### config.mk
export PLATFORM = sky130hd
export DESIGN_NAME = ibr_bridge
export DESIGN_NICKNAME = d
export VERILOG_FILES = /design/src/rtl/ibr_pkg.sv /design/src/rtl/ibr_addr_calc.sv /design/src/rtl/ibr_watchdog.sv /design/src/rtl/ibr_bridge.sv
export SDC_FILE = /design/constraint.sdc
export NUM_CORES = 1
export LEC_CHECK = 0
export BUFFER_PORTS_ARGS = -buffer_cell sky130_fd_sc_hd__buf_4
export CAP_MARGIN = 25
export CORE_MARGIN = 5
export CORE_UTILIZATION = 50
export DETAILED_ROUTE_END_ITERATION = 10
export HOLD_SLACK_MARGIN = 0.1
export PLACE_DENSITY_LB_ADDON = 0.2
export SKIP_LAST_GASP = 1
export SLEW_MARGIN = 20
export SYNTH_ARGS = -nofsm -noshare
export SYNTH_HDL_FRONTEND = slang
export SYNTH_SLANG_ARGS = --single-unit
### constraint.sdc
create_clock -name clk -period 2.13 [get_ports clk]
set_clock_uncertainty 0.05 [all_clocks]
set_input_delay 0 -clock clk [delete_from_list [all_inputs] [get_ports clk]]
set_output_delay 0 -clock clk [all_outputs]
set_load 0.005 [all_outputs]
### src/rtl/ibr_pkg.sv
package ibr_pkg;
    typedef enum logic [0:0] {
        ST_IDLE = 1'b0,
        ST_WAIT = 1'b1
    } ibr_state_e;

    localparam logic [7:0] OFS_DHI  = 8'h00;
    localparam logic [7:0] OFS_DLO  = 8'h04;
    localparam logic [7:0] OFS_CMD  = 8'h08;
    localparam logic [7:0] OFS_CLR  = 8'h18;
    localparam logic [7:0] OFS_STAT = 8'h1C;
    localparam logic [7:0] OFS_IEN  = 8'h20;

    localparam int CMD_WR_BIT    = 31;
    localparam int STAT_ERR_BIT  = 31;
    localparam int STAT_BUSY_BIT = 0;
endpackage

### src/rtl/ibr_addr_calc.sv
module ibr_addr_calc #(
    parameter int          AW         = 32,
    parameter logic [31:0] FIXED_BASE = 32'h0007_0000,
    parameter logic [31:0] UNIT_BASE  = 32'h0000_0000
) (
    input  logic [AW-2:0] idx,
    output logic [AW-1:0] addr,
    output logic          bad
);
    logic [AW:0] sum;

    always_comb begin
        sum  = {2'b00, idx} + {1'b0, FIXED_BASE[AW-1:0]} + {1'b0, UNIT_BASE[AW-1:0]};
        addr = sum[AW-1:0];
        // reject a sum with the top address bit set or a carry out
        bad  = sum[AW] | sum[AW-1];
    end
endmodule

### src/rtl/ibr_watchdog.sv
module ibr_watchdog #(
    parameter int LIMIT = 1024
) (
    input  logic clk,
    input  logic rst_n,
    input  logic run,
    output logic expire
);
    localparam int CW = (LIMIT > 1) ? $clog2(LIMIT) : 1;

    logic [CW-1:0] cnt;

    always_ff @(posedge clk) begin
        if (!rst_n || !run) cnt <= '0;
        else if (!expire)   cnt <= cnt + 1'b1;
    end

    assign expire = run && (cnt == CW'(LIMIT - 1));

    assert_expire_ends_R8: assert property (@(posedge clk) disable iff (!rst_n)
        expire |=> !run);
endmodule

### src/rtl/ibr_bridge.sv
module ibr_bridge
    import ibr_pkg::*;
#(
    parameter int          HOST_AW    = 8,
    parameter int          TIMEOUT    = 1024,
    parameter logic [31:0] FIXED_BASE = 32'h0007_0000,
    parameter logic [31:0] UNIT_BASE  = 32'h0000_0000
) (
    input  logic               clk,
    input  logic               rst_n,
    input  logic               hst_valid,
    input  logic               hst_write,
    input  logic [HOST_AW-1:0] hst_addr,
    input  logic [31:0]        hst_wdata,
    output logic               hst_ready,
    output logic               hst_rvalid,
    output logic [31:0]        hst_rdata,
    output logic               bus_req,
    output logic               bus_write,
    output logic [31:0]        bus_addr,
    output logic [63:0]        bus_wdata,
    input  logic [63:0]        bus_rdata,
    input  logic               bus_ack,
    input  logic               bus_err,
    output logic               irq
);
    localparam int AW = 32;

    ibr_state_e state, state_nx;

    logic [31:0]   dhi_q, dlo_q, cmd_q;
    logic          ien_q, err_q, irq_q;
    logic          wr_q;
    logic [AW-1:0] addr_q;
    logic [63:0]   wdata_q;
    logic [AW-1:0] calc_addr;
    logic          calc_bad, expire;

    logic wr_any, rd_any, wr_cmd, accept, finish, err_set, clr_hit;

    ibr_addr_calc #(.AW(AW), .FIXED_BASE(FIXED_BASE), .UNIT_BASE(UNIT_BASE)) u_calc (
        .idx  (hst_wdata[AW-2:0]),
        .addr (calc_addr),
        .bad  (calc_bad)
    );

    ibr_watchdog #(.LIMIT(TIMEOUT)) u_wdog (
        .clk    (clk),
        .rst_n  (rst_n),
        .run    (state == ST_WAIT),
        .expire (expire)
    );

    always_comb begin
        wr_any  = hst_valid && hst_write;
        rd_any  = hst_valid && !hst_write;
        wr_cmd  = wr_any && (hst_addr == HOST_AW'(OFS_CMD));
        clr_hit = wr_any && (hst_addr == HOST_AW'(OFS_CLR));
        accept  = (state == ST_IDLE) && wr_cmd && !calc_bad;
        finish  = (state == ST_WAIT) && (bus_ack || bus_err || expire);
        err_set = (wr_cmd && ((state == ST_WAIT) || calc_bad))
               || ((state == ST_WAIT) && (bus_err || expire));
    end

    // next-state logic
    always_comb begin
        state_nx = state;
        unique case (state)
            ST_IDLE: if (accept) state_nx = ST_WAIT;
            ST_WAIT: if (finish) state_nx = ST_IDLE;
            default: state_nx = ST_IDLE;
        endcase
    end

    // state register
    always_ff @(posedge clk) begin
        if (!rst_n) state <= ST_IDLE;
        else        state <= state_nx;
    end

    // datapath and host registers
    always_ff @(posedge clk) begin
        if (!rst_n) begin
            dhi_q      <= '0;
            dlo_q      <= '0;
            cmd_q      <= '0;
            ien_q      <= 1'b0;
            err_q      <= 1'b0;
            irq_q      <= 1'b0;
            wr_q       <= 1'b0;
            addr_q     <= '0;
            wdata_q    <= '0;
            hst_rvalid <= 1'b0;
            hst_rdata  <= '0;
        end else begin
            if (wr_any && hst_addr == HOST_AW'(OFS_DHI)) dhi_q <= hst_wdata;
            if (wr_any && hst_addr == HOST_AW'(OFS_DLO)) dlo_q <= hst_wdata;
            if (wr_any && hst_addr == HOST_AW'(OFS_IEN)) ien_q <= hst_wdata[0];
            if (finish && bus_ack && !bus_err && !wr_q) begin
                dhi_q <= bus_rdata[63:32];
                dlo_q <= bus_rdata[31:0];
            end
            if (accept) begin
                cmd_q   <= hst_wdata;
                wr_q    <= hst_wdata[CMD_WR_BIT];
                addr_q  <= calc_addr;
                wdata_q <= {dhi_q, dlo_q};
            end
            if (err_set)      err_q <= 1'b1;
            else if (clr_hit) err_q <= 1'b0;
            irq_q      <= finish && ien_q;
            hst_rvalid <= rd_any;
            if (rd_any) begin
                unique case (hst_addr)
                    HOST_AW'(OFS_DHI):  hst_rdata <= dhi_q;
                    HOST_AW'(OFS_DLO):  hst_rdata <= dlo_q;
                    HOST_AW'(OFS_CMD):  hst_rdata <= cmd_q;
                    HOST_AW'(OFS_STAT): hst_rdata <= {err_q, 30'd0, state == ST_WAIT};
                    HOST_AW'(OFS_IEN):  hst_rdata <= {31'd0, ien_q};
                    default:            hst_rdata <= '0;
                endcase
            end
        end
    end

    // outputs
    always_comb begin
        hst_ready = 1'b1;
        bus_req   = (state == ST_WAIT);
        bus_write = wr_q;
        bus_addr  = addr_q;
        bus_wdata = wdata_q;
        irq       = irq_q;
    end

    assert_req_hold_R12: assert property (@(posedge clk) disable iff (!rst_n)
        (bus_req && !bus_ack && !bus_err && !expire)
        |=> (bus_req && $stable(bus_addr) && $stable(bus_wdata) && $stable(bus_write)));

    assert_addr_legal_R4: assert property (@(posedge clk) disable iff (!rst_n)
        bus_req |-> !bus_addr[AW-1]);

    assert_irq_pulse_R10: assert property (@(posedge clk) disable iff (!rst_n)
        irq |=> !irq);

    assert_irq_after_done_R10: assert property (@(posedge clk) disable iff (!rst_n)
        $rose(irq) |-> $past(bus_req));

    assert_collision_keeps_R6: assert property (@(posedge clk) disable iff (!rst_n)
        (bus_req && wr_cmd && !bus_ack && !bus_err && !expire) |=> $stable(bus_addr));
endmodule

==> results.md <==
* Status: completed
* Slew HR at 0.566
* Avg Vias per Cell at 6.11
* CTS buffer count at 23
* Leakage at 5.04 nW
* Endpoints failing hold at 0
* Htree depth at 1
* Post-place setup slack at 296 ps
* Initial core utilization at 0.508
* Sink Count at 223
* CTS root buf: clkbuf_16
* Tcrit/Tclk final at 0.944
* CTS max path bufs at 3
* Net Count, Synth at 1,319
* Async set-reset flop share out of synthesis at 0
* Post-CTS Setup Repair Bufs at 0
* Area of the core at 19,400 µm²
* Crit path arrival time at 2400 ps
* Share of the yosys chip area belonging to registers at 0.453
* Startpoint types: input port
* Drt wl/cell at 20.2 µm
* Die ar. at 22,600 µm²
* Setup CP Type: input port to flop
* Max FO, Critical Path at 8
* Util after Layout at 0.704
* DR DRC count at 0
* Max cap viols at 0
* P&R area growth vs syn at 38.7%
* RePlAce Congestion at 0.871
* Worst hold endpoint: hst_rvalid
* Total Wirelength at 35.7 mm
* CTS tree: built
* Later-pin clock latency in the skew report at 510 ps
* Hold Crit Depth at 3
* Cell area after synthesis at 9850 µm²
* Worst setup margin at 119 ps
* Fmax at 497 MHz
* Top cells by area, synth: dfxtp_1 (45%), o21ai_0 (8.7%), a21oi_1 (5.9%)
* Yosys top cell area share at 0.453
* Reg2Reg Launch Point: bus_req
* GR Util All Layers at 0.299
* Yosys warning count at 0
* Net count, final at 1,596
* Syn Inst Count at 1,207
* Syn avg cell area at 8.16 µm²
* I/O Pins at 243
* Pwr Density at 635 nW/µm²
* RR Endpoint: dlo_q[14]
* Final setup vio count at 0
* Final Cell Area at 13,700 µm²
* 1st-pass router iterations at 5
* Placement Rows at 51
* Ys flop type: dfxtp_1
* Largest net degree at the start of global routing at 92
* Post-DP HPWL at 21.7 mm
* Critical path data required time at 2520 ps
* Actual slew at the worst max-slew pin at 651 ps
* Synth cell types at 59
* #FFs+latches synth at 223
* Dpl cells at 1,612
* Antenna violations before repair at 1
* Post-synth EDFFs at 0
* Share of cells above drive strength 1 at 0.240
* Critical Path End Type: flop
* Dpl cell area at 11,800 µm²
* Clock slew at reported path FFs at 60 ps
* Via count at 10,800
* Fin. max-slew vios at 0
* Leading area contributor after synthesis: dfxtp_1
* Worst-case reg-to-reg path depth at 5
* RSZ-0062 raised after global routing: no
* Post-layout min period at 2010 ps
* Total grt overflow at 0
* Setup TNS at 0 ps
* Post-route ant nets at 0
* Width of the die at 150 µm
* Port bufs at 241
* Hold Startpoint: hst_valid
* Drt initial violations at 966
* Worst hold margin at 134 ps
* Global-route wire length before repair at 54.6 mm
* Flop2flop setup slack at 170 ps
* Non-Filler Instances at 1,766
* Vias in the first global route at 10,200
* Tightest Hold Check Type: input port to flop
* Overall Power at 8.68 mW
* Die Span Y at 150 µm
* VDD IR max at 479 µV
report_power, final:
group / switching (mW) / internal [mW]
Sequential: 0.00221 / 4.17
Combinational: 0.329 / 0.343
Clock: 1.65 / 2.18
Total: 1.98 / 6.69
area by class of cell:
type / count / area (µm²)
Fill cell: 1561 / 5740
Inverter: 6 / 25.0
Timing Repair Buffer: 395 / 3380
Clock buffer: 38 / 682
Sequential cell: 223 / 4460
Antenna cell: 1 / 2.50
Tap cell: 265 / 332
Multi-Input combinational cell: 835 / 4750
Clock inverter: 3 / 18.8
worst max-delay path: stages:
cell and delay, ps:
dlygate4sd3_1 560, buf_4 130, and2_0 360, and4_1 520, nand2_1 100, dlygate4sd3_1 580
a31oi_1 160
layout by cell type, fill, tap and decap left out, types with 10 or more instances in the layout:
cell	instances
buf_4	272
dfxtp_1	223
o21ai_0	171
nand2_1	142
a21oi_1	117
dlygate4sd3_1	112
nand3_1	103
a31oi_1	68
nor2_1	41
mux2_2	32
a32oi_1	30
a2bb2oi_1	30
clkbuf_16	23
nor3_1	11
buf_12	11
xnor2_1	10
clkbuf_1	10
cell families (layout without fill, tap and decap cells):
logic type	Yosys count	count (layout)	synth area share
compound gates	443	443	0.265
xor+xnor	12	12	0.0107
fa+ha+maj	2	2	0.00254
buf+inv	149	442	0.0667
flops	223	223	0.453
mux	33	33	0.0376
other cells	1	2	0.000381
simple gates	344	344	0.164
per-layer routing:
layer	up-vias	GRT usage	wire length, µm	part of all wire
li1	4930	-	-	-
met1	5079	0.402	14300	0.40
met2	661	0.478	16500	0.46
met3	115	0.0494	3480	0.097
met4	0	0.122	1410	0.040
met5	-	0	0	0
registers in the layout, summed over array words and instances (netlist names):
name / cells
err_q: 1
irq: 1
hst_rvalid: 1
bus_wdata: 64
cmd_q: 32
ien_q: 1
dhi_q: 32
bus_req: 1
dlo_q: 32
hst_rdata: 32
bus_addr: 16
u_wdog.cnt: 10
cell usage after synthesis, drive strengths merged, types with 2 or more instances:
library cell / number
buf: 45
ha: 2
nor2b: 2
o21ai: 171
nor4: 8
nor4b: 2
and4: 4
xnor2: 10
nand2b: 3
a32oi: 30
inv: 6
nor2: 43
a31oi: 68
dfxtp: 223
o211ai: 5
a21oi: 117
clkbuf: 98
a2bb2oi: 30
xor2: 2
a211oi: 6
o21a: 3
nor3: 12
or4: 2
mux2: 32
nand4: 11
nor3b: 3
nand2: 142
or3: 3
nand3: 103
o31ai: 2
worst max path at each step:
stage / startpoint / end / cells past startpoint
6_report: hst_write / dhi_q[5] / 7
5_1_grt: hst_write / dhi_q[5] / 7
4_1_cts: hst_addr[3] / ien_q / 8
3_5_place_dp: bus_req / dlo_q[28] / 5
3_3_place_gp: bus_req / dlo_q[28] / 5
2_1_floorplan: bus_req / dlo_q[20] / 6
repair_timing:
item | 4_1_cts | 5_1_grt
hold buffers | 112 | 0
hold endpoints to repair | 152 | 0
setup endpoints to repair | 0 | 0
gates resized for setup | 0 | 0
Note: power is estimated with default switching activity, not from simulation.
